### config.mk
export PLATFORM = sky130hd
export DESIGN_NAME = ulg_alu_top
export DESIGN_NICKNAME = d
export VERILOG_FILES = /design/src/rtl/ulg_alu_pkg.sv /design/src/rtl/ulg_alu_adder.sv /design/src/rtl/ulg_alu_core.sv /design/src/rtl/ulg_alu_status.sv /design/src/rtl/ulg_alu_top.sv
export SDC_FILE = /design/constraint.sdc
export NUM_CORES = 1
export LEC_CHECK = 0
export BUFFER_PORTS_ARGS = -buffer_cell sky130_fd_sc_hd__buf_4
export CAP_MARGIN = 0
export CORE_ASPECT_RATIO = 1.25
export CORE_MARGIN = 1
export CORE_UTILIZATION = 40
export CTS_BUF_LIST = sky130_fd_sc_hd__clkbuf_8
export DETAILED_ROUTE_END_ITERATION = 10
export GPL_ROUTABILITY_DRIVEN = 0
export GPL_TIMING_DRIVEN = 0
export HOLD_SLACK_MARGIN = 0.12
export PLACE_DENSITY = 0.62
export SYNTH_ARGS = -nofsm -noshare
export SYNTH_HDL_FRONTEND = slang
export SYNTH_HIERARCHICAL = 1
export SYNTH_SLANG_ARGS = --single-unit
### constraint.sdc
create_clock -name clk -period 4.8 [get_ports clk]
set_input_delay 0.72 -clock clk [delete_from_list [all_inputs] [get_ports clk]]
set_output_delay 0.72 -clock clk [all_outputs]
set_load 0.01 [all_outputs]
### src/rtl/ulg_alu_pkg.sv
package ulg_alu_pkg;

  typedef enum logic [3:0] {
    OP_MOV  = 4'h0,
    OP_ADD  = 4'h1,
    OP_SUB  = 4'h2,
    OP_AND  = 4'h3,
    OP_OR   = 4'h4,
    OP_XOR  = 4'h5,
    OP_INC  = 4'h6,
    OP_DEC  = 4'h7,
    OP_RLC  = 4'h8,
    OP_RRC  = 4'h9,
    OP_SWAP = 4'hA,
    OP_CLR  = 4'hB,
    OP_BCLR = 4'hC,
    OP_BSET = 4'hD,
    OP_RSV0 = 4'hE,
    OP_RSV1 = 4'hF
  } alu_op_e;

  typedef struct packed {
    logic z;
    logic dc;
    logic c;
  } flags_t;

  localparam int STW      = 8;
  localparam int ST_C     = 0;
  localparam int ST_DC    = 1;
  localparam int ST_Z     = 2;
  localparam int ST_PD    = 3;
  localparam int ST_TO    = 4;
  localparam int ST_BANK  = 5;
  localparam logic [STW-1:0] ST_RESET = 8'h18;

endpackage

### src/rtl/ulg_alu_adder.sv
module ulg_alu_adder #(
  parameter int DATA_W = 8
) (
  input  logic [DATA_W-1:0] a_i,
  input  logic [DATA_W-1:0] b_i,
  input  logic              ci_i,
  output logic [DATA_W-1:0] sum_o,
  output logic              half_co_o,
  output logic              co_o
);
  localparam int NIB = DATA_W / 2;

  logic [NIB:0]    low_sum;
  logic [DATA_W:0] full_sum;

  always_comb begin
    low_sum  = {1'b0, a_i[NIB-1:0]} + {1'b0, b_i[NIB-1:0]} + {{NIB{1'b0}}, ci_i};
    full_sum = {1'b0, a_i} + {1'b0, b_i} + {{DATA_W{1'b0}}, ci_i};
  end

  assign sum_o     = full_sum[DATA_W-1:0];
  assign half_co_o = low_sum[NIB];
  assign co_o      = full_sum[DATA_W];

endmodule

### src/rtl/ulg_alu_core.sv
module ulg_alu_core
  import ulg_alu_pkg::*;
#(
  parameter int DATA_W = 8
) (
  input  alu_op_e                     op_i,
  input  logic [DATA_W-1:0]           w_i,
  input  logic [DATA_W-1:0]           f_i,
  input  logic [$clog2(DATA_W)-1:0]   bit_i,
  input  logic                        cin_i,
  output logic [DATA_W-1:0]           res_o,
  output flags_t                      flg_o,
  output flags_t                      aff_o
);
  localparam int NIB = DATA_W / 2;

  logic [DATA_W-1:0] add_b;
  logic              add_ci;
  logic [DATA_W-1:0] add_sum;
  logic              add_hc;
  logic              add_co;
  logic [DATA_W-1:0] bit_mask;

  // Adder operand steering: subtraction adds the two's complement
  always_comb begin
    add_b  = w_i;
    add_ci = 1'b0;
    unique case (op_i)
      OP_SUB: begin add_b = ~w_i;              add_ci = 1'b1; end
      OP_INC: begin add_b = '0;                add_ci = 1'b1; end
      OP_DEC: begin add_b = {DATA_W{1'b1}};    add_ci = 1'b0; end
      default: begin add_b = w_i;              add_ci = 1'b0; end
    endcase
  end

  ulg_alu_adder #(.DATA_W(DATA_W)) i_adder (
    .a_i       (f_i),
    .b_i       (add_b),
    .ci_i      (add_ci),
    .sum_o     (add_sum),
    .half_co_o (add_hc),
    .co_o      (add_co)
  );

  assign bit_mask = DATA_W'(1) << bit_i;

  always_comb begin
    res_o = f_i;
    flg_o = '{z: 1'b0, dc: add_hc, c: add_co};
    aff_o = '{z: 1'b0, dc: 1'b0, c: 1'b0};
    unique case (op_i)
      OP_ADD, OP_SUB: begin
        res_o = add_sum;
        aff_o = '{z: 1'b1, dc: 1'b1, c: 1'b1};
      end
      OP_INC, OP_DEC: begin
        res_o = add_sum;
        aff_o.z = 1'b1;
      end
      OP_AND: begin res_o = f_i & w_i; aff_o.z = 1'b1; end
      OP_OR:  begin res_o = f_i | w_i; aff_o.z = 1'b1; end
      OP_XOR: begin res_o = f_i ^ w_i; aff_o.z = 1'b1; end
      OP_RLC: begin
        res_o   = {f_i[DATA_W-2:0], cin_i};
        flg_o.c = f_i[DATA_W-1];
        aff_o.c = 1'b1;
      end
      OP_RRC: begin
        res_o   = {cin_i, f_i[DATA_W-1:1]};
        flg_o.c = f_i[0];
        aff_o.c = 1'b1;
      end
      OP_SWAP: res_o = {f_i[NIB-1:0], f_i[DATA_W-1:NIB]};
      OP_CLR: begin res_o = '0; aff_o.z = 1'b1; end
      OP_BCLR: res_o = f_i & ~bit_mask;
      OP_BSET: res_o = f_i | bit_mask;
      default: res_o = f_i;
    endcase
    flg_o.z = (res_o == '0);
  end

endmodule

### src/rtl/ulg_alu_status.sv
module ulg_alu_status
  import ulg_alu_pkg::*;
(
  input  logic           clk,
  input  logic           rst_n,
  input  logic           valid_i,
  input  logic           dst_stat_i,
  input  logic [STW-1:0] wdata_i,
  input  flags_t         flg_i,
  input  flags_t         aff_i,
  input  logic           rc_we_i,
  input  logic           rc_to_i,
  input  logic           rc_pd_i,
  output logic [STW-1:0] status_o
);
  logic [STW-1:0] st_q;
  logic [STW-1:0] st_n;
  logic           st_en;

  // Next state: data write first, flag logic overrides, reset-cause bits only via port
  always_comb begin
    st_n = st_q;
    if (valid_i) begin
      if (dst_stat_i) begin
        st_n[STW-1:ST_BANK] = wdata_i[STW-1:ST_BANK];
        st_n[ST_Z:ST_C]     = wdata_i[ST_Z:ST_C];
      end
      if (aff_i.z)  st_n[ST_Z]  = flg_i.z;
      if (aff_i.dc) st_n[ST_DC] = flg_i.dc;
      if (aff_i.c)  st_n[ST_C]  = flg_i.c;
    end
    if (rc_we_i) begin
      st_n[ST_TO] = rc_to_i;
      st_n[ST_PD] = rc_pd_i;
    end
  end

  assign st_en = valid_i | rc_we_i;

  always_ff @(posedge clk or negedge rst_n) begin
    if (!rst_n) st_q <= ST_RESET;
    else if (st_en) st_q <= st_n;
  end

  assign status_o = st_q;

  // reset-cause bits are untouched by any operation
  a_r9_rc_bits_hold: assert property (@(posedge clk) disable iff (!rst_n)
    !rc_we_i |=> status_o[ST_TO:ST_PD] == $past(status_o[ST_TO:ST_PD]));

  // reset-cause port loads both bits
  a_r10_rc_load: assert property (@(posedge clk) disable iff (!rst_n)
    rc_we_i |=> status_o[ST_TO:ST_PD] == {$past(rc_to_i), $past(rc_pd_i)});

  // idle cycles keep the register
  a_r11_idle_hold: assert property (@(posedge clk) disable iff (!rst_n)
    (!valid_i && !rc_we_i) |=> $stable(status_o));

  // a flag the operation updates follows flag logic even when the result targets this register
  a_r8_flag_wins: assert property (@(posedge clk) disable iff (!rst_n)
    (valid_i && dst_stat_i && aff_i.z) |=> status_o[ST_Z] == $past(flg_i.z));

endmodule

### src/rtl/ulg_alu_top.sv
module ulg_alu_top
  import ulg_alu_pkg::*;
#(
  parameter int DATA_W = 8,
  localparam int BIT_W = $clog2(DATA_W)
) (
  input  logic              clk,
  input  logic              rst_n,
  input  logic              valid_i,
  input  logic [3:0]        op_i,
  input  logic [DATA_W-1:0] w_i,
  input  logic [DATA_W-1:0] f_i,
  input  logic [BIT_W-1:0]  bit_i,
  input  logic              dst_stat_i,
  input  logic              rc_we_i,
  input  logic              rc_to_i,
  input  logic              rc_pd_i,
  output logic [DATA_W-1:0] result_o,
  output logic [STW-1:0]    status_o
);
  alu_op_e op;
  flags_t  flg;
  flags_t  aff;

  assign op = alu_op_e'(op_i);

  ulg_alu_core #(.DATA_W(DATA_W)) i_core (
    .op_i  (op),
    .w_i   (w_i),
    .f_i   (f_i),
    .bit_i (bit_i),
    .cin_i (status_o[ST_C]),
    .res_o (result_o),
    .flg_o (flg),
    .aff_o (aff)
  );

  ulg_alu_status i_status (
    .clk        (clk),
    .rst_n      (rst_n),
    .valid_i    (valid_i),
    .dst_stat_i (dst_stat_i),
    .wdata_i    (result_o[STW-1:0]),
    .flg_i      (flg),
    .aff_i      (aff),
    .rc_we_i    (rc_we_i),
    .rc_to_i    (rc_to_i),
    .rc_pd_i    (rc_pd_i),
    .status_o   (status_o)
  );

  // clear sets the zero flag
  a_r7_clr_sets_z: assert property (@(posedge clk) disable iff (!rst_n)
    (valid_i && op_i == 4'hB) |=> status_o[ST_Z]);

  // moves, swaps and bit operations to a file register keep the three flags
  a_r6_flags_kept: assert property (@(posedge clk) disable iff (!rst_n)
    (valid_i && !dst_stat_i &&
     (op_i == 4'h0 || op_i == 4'hA || op_i == 4'hC || op_i == 4'hD || op_i >= 4'hE))
    |=> status_o[ST_Z:ST_C] == $past(status_o[ST_Z:ST_C]));

  // rotate left moves bit 7 of f into carry
  a_r5_rlc_carry: assert property (@(posedge clk) disable iff (!rst_n)
    (valid_i && op_i == 4'h8 && !dst_stat_i) |=> status_o[ST_C] == $past(f_i[DATA_W-1]));

endmodule

==> results.sh, run 1 <==
export IMPL_dp_hpwl_um=4790
export IMPL_async_reset_ff_frac=1.00
export IMPL_crit_arrival_ns=4.70
export IMPL_dieArea_um2=4770
export IMPL_initial_utilization=0.428
export IMPL_start_kind="input port"
export IMPL_grt_max_degree=19
export IMPL_hold_violations=0
export IMPL_fmax_ghz=0.219
export IMPL_switching_share=0.403
export IMPL_antenna_cells=0
export IMPL_synth_edf_count=0
export IMPL_fin_crit_sh=0.950
export IMPL_path_class="in2reg"
export IMPL_ctsHoldBuffers=0
export IMPL_hold_ws_ns=0.292
export IMPL_p_comb_frac=0.627
export IMPL_p_per_area_nw_per_um2=203
export IMPL_fin_crit_ns=4.56
export IMPL_nets=318
export IMPL_outcome="complete, no violations"
export IMPL_antenna_left=0
export IMPL_vias=2103
export IMPL_drv_slew=0
export IMPL_grt_pass1_wl_um=9660
export IMPL_syn_nets=270
export IMPL_antenna_found_initial=0
export IMPL_cts_root_buf="clkbuf_8"
export IMPL_cts_buffers=3
export IMPL_final_cell_area_um2=2300
export IMPL_synth_distinct_cells=63
export IMPL_p_leak_nw=1.04
export IMPL_dp_cells=332
export IMPL_fin_cells=334
export IMPL_switching_power_w=0.000188
export IMPL_fp_coreArea_um2=4200
export IMPL_intPower_w=0.000279
export IMPL_r2r_start="i_status/status_o[0]$_DFFE_PN0P_"
export IMPL_drt_initial_drc_count=119
export IMPL_dp_slack_ns=-0.567
export IMPL_tightest_slew_ns=0.650
export IMPL_grt_pass1_vias=1984
export IMPL_netlist_area_um2=1800
export IMPL_rsz0062_at_grt="false"
export IMPL_synthAdderAreaFrac=0.0710
export IMPL_totalWireLength_um=6070
export IMPL_area_delta_synth_final_pct=27.7
export IMPL_synth_xor_area_frac=0.0633
export IMPL_r2r_slack_ns=2.54
export IMPL_synth_area_leaders="dfrtp_1, ha_1, a21oi_1"
export IMPL_setup_ws_ns=0.241
export IMPL_rows=26
export IMPL_cts_tree="yes"
export IMPL_grt_usage=0.265
export IMPL_syn_area_per_cell_um2=7.78
export IMPL_ctsHtreeMaxLevel=1
export IMPL_maxSlewHeadroom=0.563
export IMPL_die_h_um=77.0
export IMPL_synth_simple_gate_area_frac=0.271
export IMPL_wl_per_cell_um=18.2
export IMPL_setup_violations=0
export IMPL_post_synth_top_count_cell="nand2_1"
export IMPL_dr_pass1_iters=4
export IMPL_end_kind="flop"
export IMPL_cp_startpoint="op_i[0]"
export IMPL_grt_overflow=0
export IMPL_io_pins=46
export IMPL_hold_class="in2async"
export IMPL_clkLatencyLatePin_ns=0.23
export IMPL_cts_buffer_depth=2
export IMPL_rr_worst_depth=8
export IMPL_synth_seq_area_share=0.113
export IMPL_clk_pin_slew_ns=0.04
export IMPL_fin_worst_skew_ns=0.0000770
export IMPL_irDropWorstVdd_mv=0.0632
export IMPL_seq_power_share=0.195
export IMPL_final_core_util=0.547
export IMPL_pwr_share_clk=0.178
export IMPL_vias_per_cell=6.30
export IMPL_cts_sinks=8
export IMPL_chipWidth_um=62.0
export IMPL_required_ns=4.94
export IMPL_ys_flop_type="dfrtp_1"
export IMPL_ys_top_cells_by_count="nand2_1, a21oi_1, o21ai_0"
export IMPL_synthCells=231
export IMPL_maxCapViolations=0
export IMPL_io_buffers=45
export IMPL_synth_top_family_by_area="compound AO/OA/AOI/OAI gates"
export IMPL_yosysTopAreaCell="dfrtp_1"
export IMPL_synth_seq_cells=8
export IMPL_post_dp_cell_area_um2=2210
export IMPL_r2r_end="i_status/status_o[2]$_DFFE_PN0P_"
export IMPL_drc=0
export IMPL_drive_above_1_share=0.317
export IMPL_cp_max_fo=15
export IMPL_synth_compound_area_frac=0.331
export IMPL_synth_area_mux_share=0.0926
export IMPL_yosysWarnings=6
export IMPL_synth_top_area_share=0.0835
export IMPL_largest_reg_flops=8
power by group through the flow:
stage | registers, W | logic (W) | clock network (W)
floorplan | 0.0000972 | 0.000165 | 0
global placement | 0.0000915 | 0.000281 | 0
detailed placement | 0.0000918 | 0.000283 | 0
CTS | 0.0000912 | 0.000286 | 0.0000870
global route | 0.0000935 | 0.000317 | 0.0000904
finish | 0.0000908 | 0.000293 | 0.0000830
logic make-up (layout without fill, tap and decap cells):
kind of cell / Yosys count / count (layout)
multiplexers: 14 / 14
XOR/XNOR: 13 / 13
AO/OA/AOI/OAI: 81 / 81
adder cells (fa/ha/maj): 9 / 9
flip-flops: 8 / 8
buffers and inverters: 22 / 69
AND/OR/NAND/NOR: 84 / 84
what timing repair did:
action | 4_1_cts | 5_1_grt
endpoints found under the hold margin | 0 | 0
gates resized for setup | 6 | 6
setup buffers | 1 | 1
cloned | 0 | 0
pin swaps | 0 | 3
endpoints found under the setup margin | 2 | 2
layer usage:
layer / wire, um / up-vias / track usage
met3: 390 / 22 / 0.0169
met1: 2500 / 990 / 0.338
met2: 2930 / 106 / 0.434
met5: 0 / - / 0
met4: 248 / 0 / 0.127
li1: - / 985 / -
cell usage in the layout (no fill, tap or decap), types with 4 or more instances in the layout:
cell type   n
o31ai_1     6
xor2_1      5
a31oi_1     4
inv_1      10
xnor2_1     8
buf_4      49
nor2b_1     5
nor3_1      5
a22o_1      8
nand2_1    17
dfrtp_1     6
nand2b_1    4
mux2i_1     7
nand3_1     8
and3_1      6
a211oi_1    4
mux2_4      4
a21oi_1    15
nor2_1     11
o21ai_0    14
ha_1        7
area by class of cell:
type	count	area, um2
plain buffers	9	70.1
clock buffers	3	41.3
clock inverters	1	3.75
fillers	429	1900
inverters	9	33.8
multi-input cells	201	1520
flip-flops and latches	8	203
well taps	56	70.1
repair buffers	47	353
worst max-delay path by stage:
stage | slack (ns) | to
after floorplan | 0.009 | i_status/status_o[2]$_DFFE_PN0P_
after global placement | -0.55 | i_status/status_o[2]$_DFFE_PN0P_
after detailed placement | -0.57 | i_status/status_o[2]$_DFFE_PN0P_
after CTS | 0.03 | i_status/status_o[2]$_DFFE_PN0P_
after global routing | 0.06 | i_status/status_o[2]$_DFFE_PN0P_
final | 0.24 | i_status/status_o[2]$_DFFE_PN0P_
per-stage QoR:
stage	power, W	setup TNS (ns)
CTS	0.000464	0
detailed placement	0.000374	-0.843
global route	0.000501	0
finish	0.000467	0
global placement	0.000373	-0.810
floorplan	0.000262	0
critical path, stage by stage:
cell       delay (ns)
buf_4            0.17
inv_1            0.27
nand2_4          0.14
a22o_1           0.25
fa_2             0.37
fa_2             0.37
a21oi_1          0.15
nor2b_1          0.08
or2_2            0.30
xor2_1           0.17
mux2i_1          0.15
o32ai_1          0.10
nor2_1           0.14
o2111ai_2        0.16
or4_4            0.56
nor4_2           0.21
and3b_2          0.23
a221oi_2         0.16
Note: power is estimated with default switching activity, not from simulation.
==> inputs of run 2 (changes only) <==
--- a/constraint.sdc
+++ b/constraint.sdc
@@ -3,2 +3,2 @@
 set_output_delay 0.72 -clock clk [all_outputs]
-set_load 0.01 [all_outputs]
+set_load 0.05 [all_outputs]
==> run 2 against run 1 <==
Effect of this change: hold slack improved by 0.0026 ns; combinational power up 31%; maximum frequency shrank 0.37%; critical endpoint is now result_o[4]; largest cell class unchanged.
==> results.sh, run 2 (synthesized netlist as in run 1, its figures left out) <==
export IMPL_outcome="complete, no violations"
export IMPL_start_kind="input port"
export IMPL_grt_overflow=0
export IMPL_cts_tree="yes"
export IMPL_setup_violations=0
export IMPL_drt_initial_drc_count=171
export IMPL_fin_crit_ns=4.58
export IMPL_clk_pin_slew_ns=0.04
export IMPL_r2r_slack_ns=2.53
export IMPL_nets=324
export IMPL_final_common_cell="buf_4"
export IMPL_required_ns=4.08
export IMPL_cts_buffer_depth=2
export IMPL_mostFrequentLayoutCells="buf_4, nand2_1, a21oi_1, o21ai_0, nor2_1"
export IMPL_rsz0062_at_grt="false"
export IMPL_tightest_slew_ns=0.883
export IMPL_dieArea_um2=4770
export IMPL_r2r_start="i_status/status_o[0]$_DFFE_PN0P_"
export IMPL_ctsHtreeMaxLevel=1
export IMPL_clkLatencyLatePin_ns=0.23
export IMPL_hold_violations=0
export IMPL_maxCapViolations=0
export IMPL_drv_slew=0
export IMPL_drc=0
export IMPL_dr_pass1_iters=4
export IMPL_cp_startpoint="op_i[0]"
export IMPL_initial_utilization=0.428
export IMPL_final_core_util=0.569
export IMPL_maxSlewHeadroom=0.406
export IMPL_vias_per_cell=6.31
export IMPL_grt_pass1_vias=1892
export IMPL_wl_per_cell_um=18.1
export IMPL_irDropWorstVdd_mv=0.0646
export IMPL_grt_usage=0.262
export IMPL_io_pins=46
export IMPL_rows=26
export IMPL_ctsHoldBuffers=0
export IMPL_cts_buffers=3
export IMPL_fp_coreArea_um2=4200
export IMPL_p_per_area_nw_per_um2=234
export IMPL_hold_ws_ns=0.295
export IMPL_totalWireLength_um=6160
export IMPL_fin_worst_skew_ns=0.00734
export IMPL_hold_class="in2async"
export IMPL_p_leak_nw=1.08
export IMPL_grt_max_degree=19
export IMPL_path_class="in2out"
export IMPL_dp_hpwl_um=4770
export IMPL_fin_crit_sh=0.953
export IMPL_area_delta_synth_final_pct=32.8
export IMPL_cp_slowest_stage_delay_ns=0.41
export IMPL_cts_root_buf="clkbuf_8"
export IMPL_largest_reg_flops=8
export IMPL_dp_slack_ns=-0.440
export IMPL_cp_max_fo=10
export IMPL_cp_slowest_cell="fa_2"
export IMPL_antenna_left=0
export IMPL_vias=2144
export IMPL_antenna_cells=0
export IMPL_cts_sinks=8
export IMPL_grt_pass1_wl_um=9360
export IMPL_die_h_um=77.0
export IMPL_fmax_ghz=0.219
export IMPL_worstPathCellList="buf_4 > buf_8 > buf_8 > or2_4 > o21ai_0 > a22o_1 > fa_2 > fa_2 > a21oi_1 > nor2b_1 > or2_2 > xor2_2 > mux2i_1 > o32ai_1 > nor2_1 > o2111ai_4 > buf_4"
export IMPL_setup_ws_ns=0.224
export IMPL_end_kind="output port"
export IMPL_path_delay_family="compound AO/OA/AOI/OAI gates"
export IMPL_drive_above_1_share=0.342
export IMPL_chipWidth_um=62.0
export IMPL_crit_buf_inv=4
export IMPL_antenna_found_initial=0
export IMPL_io_buffers=45
export IMPL_crit_arrival_ns=3.86
export IMPL_power_total_w=0.000559
==> run 2: cell count changes in the layout (fill, tap and decap cells not counted), sizes merged <==
cell / delta
buf: +6
==> run 2: path summary, 6_finish.rpt <==
kind                                                    end  cells past startpoint
max                                             result_o[4]                     17
min                        i_status/status_o[0]$_DFFE_PN0P_                      1
max reg2reg                i_status/status_o[2]$_DFFE_PN0P_                      8
min reg2reg                i_status/status_o[7]$_DFFE_PN0P_                      1
max in group asynchronous  i_status/status_o[4]$_DFFE_PN1P_                      1
min in group clk           i_status/status_o[7]$_DFFE_PN0P_                      1
==> run 2: routing by layer <==
metal | global-route usage | wire (um) | vias up
li1 | - | - | 1000
met1 | 0.335 | 2390 | 994
met2 | 0.409 | 2910 | 121
met3 | 0.0169 | 478 | 29
met4 | 0.162 | 369 | 0
met5 | 0 | 0 | -
==> run 2: cell type report <==
| type | instances | area, um2 |
|---|---|---|
| Timing Repair Buffer | 52 | 390 |
| Buffer | 10 | 88.8 |
| Sequential cell | 8 | 203 |
| Tap cell | 56 | 70.1 |
| Multi-Input combinational cell | 201 | 1560 |
| Inverter | 9 | 33.8 |
| Clock inverter | 1 | 3.75 |
| Fill cell | 412 | 1810 |
| Clock buffer | 3 | 41.3 |
==> run 2: metrics by stage <==
step / area (um2) / setup TNS [ns] / std cells
floorplan: 1860 / 0 / 231
finish: 2390 / 0 / 340
global placement: 2270 / -0.625 / 332
CTS: 2320 / 0 / 335
detailed placement: 2270 / -0.621 / 332
global route: 2390 / 0 / 340
==> run 2: power breakdown <==
group / leakage [nW] / switching [W] / internal [W]
clock: 0.0269 / 0.0000277 / 0.0000555
combinational: 0.964 / 0.000235 / 0.000150
sequential: 0.0915 / 0.00000799 / 0.0000824
==> run 2: what timing repair did <==
item,in CTS,in global routing
setup endpoints to repair,2,2
resized for setup,1,8
pin swaps,1,6
buffers inserted,1,6
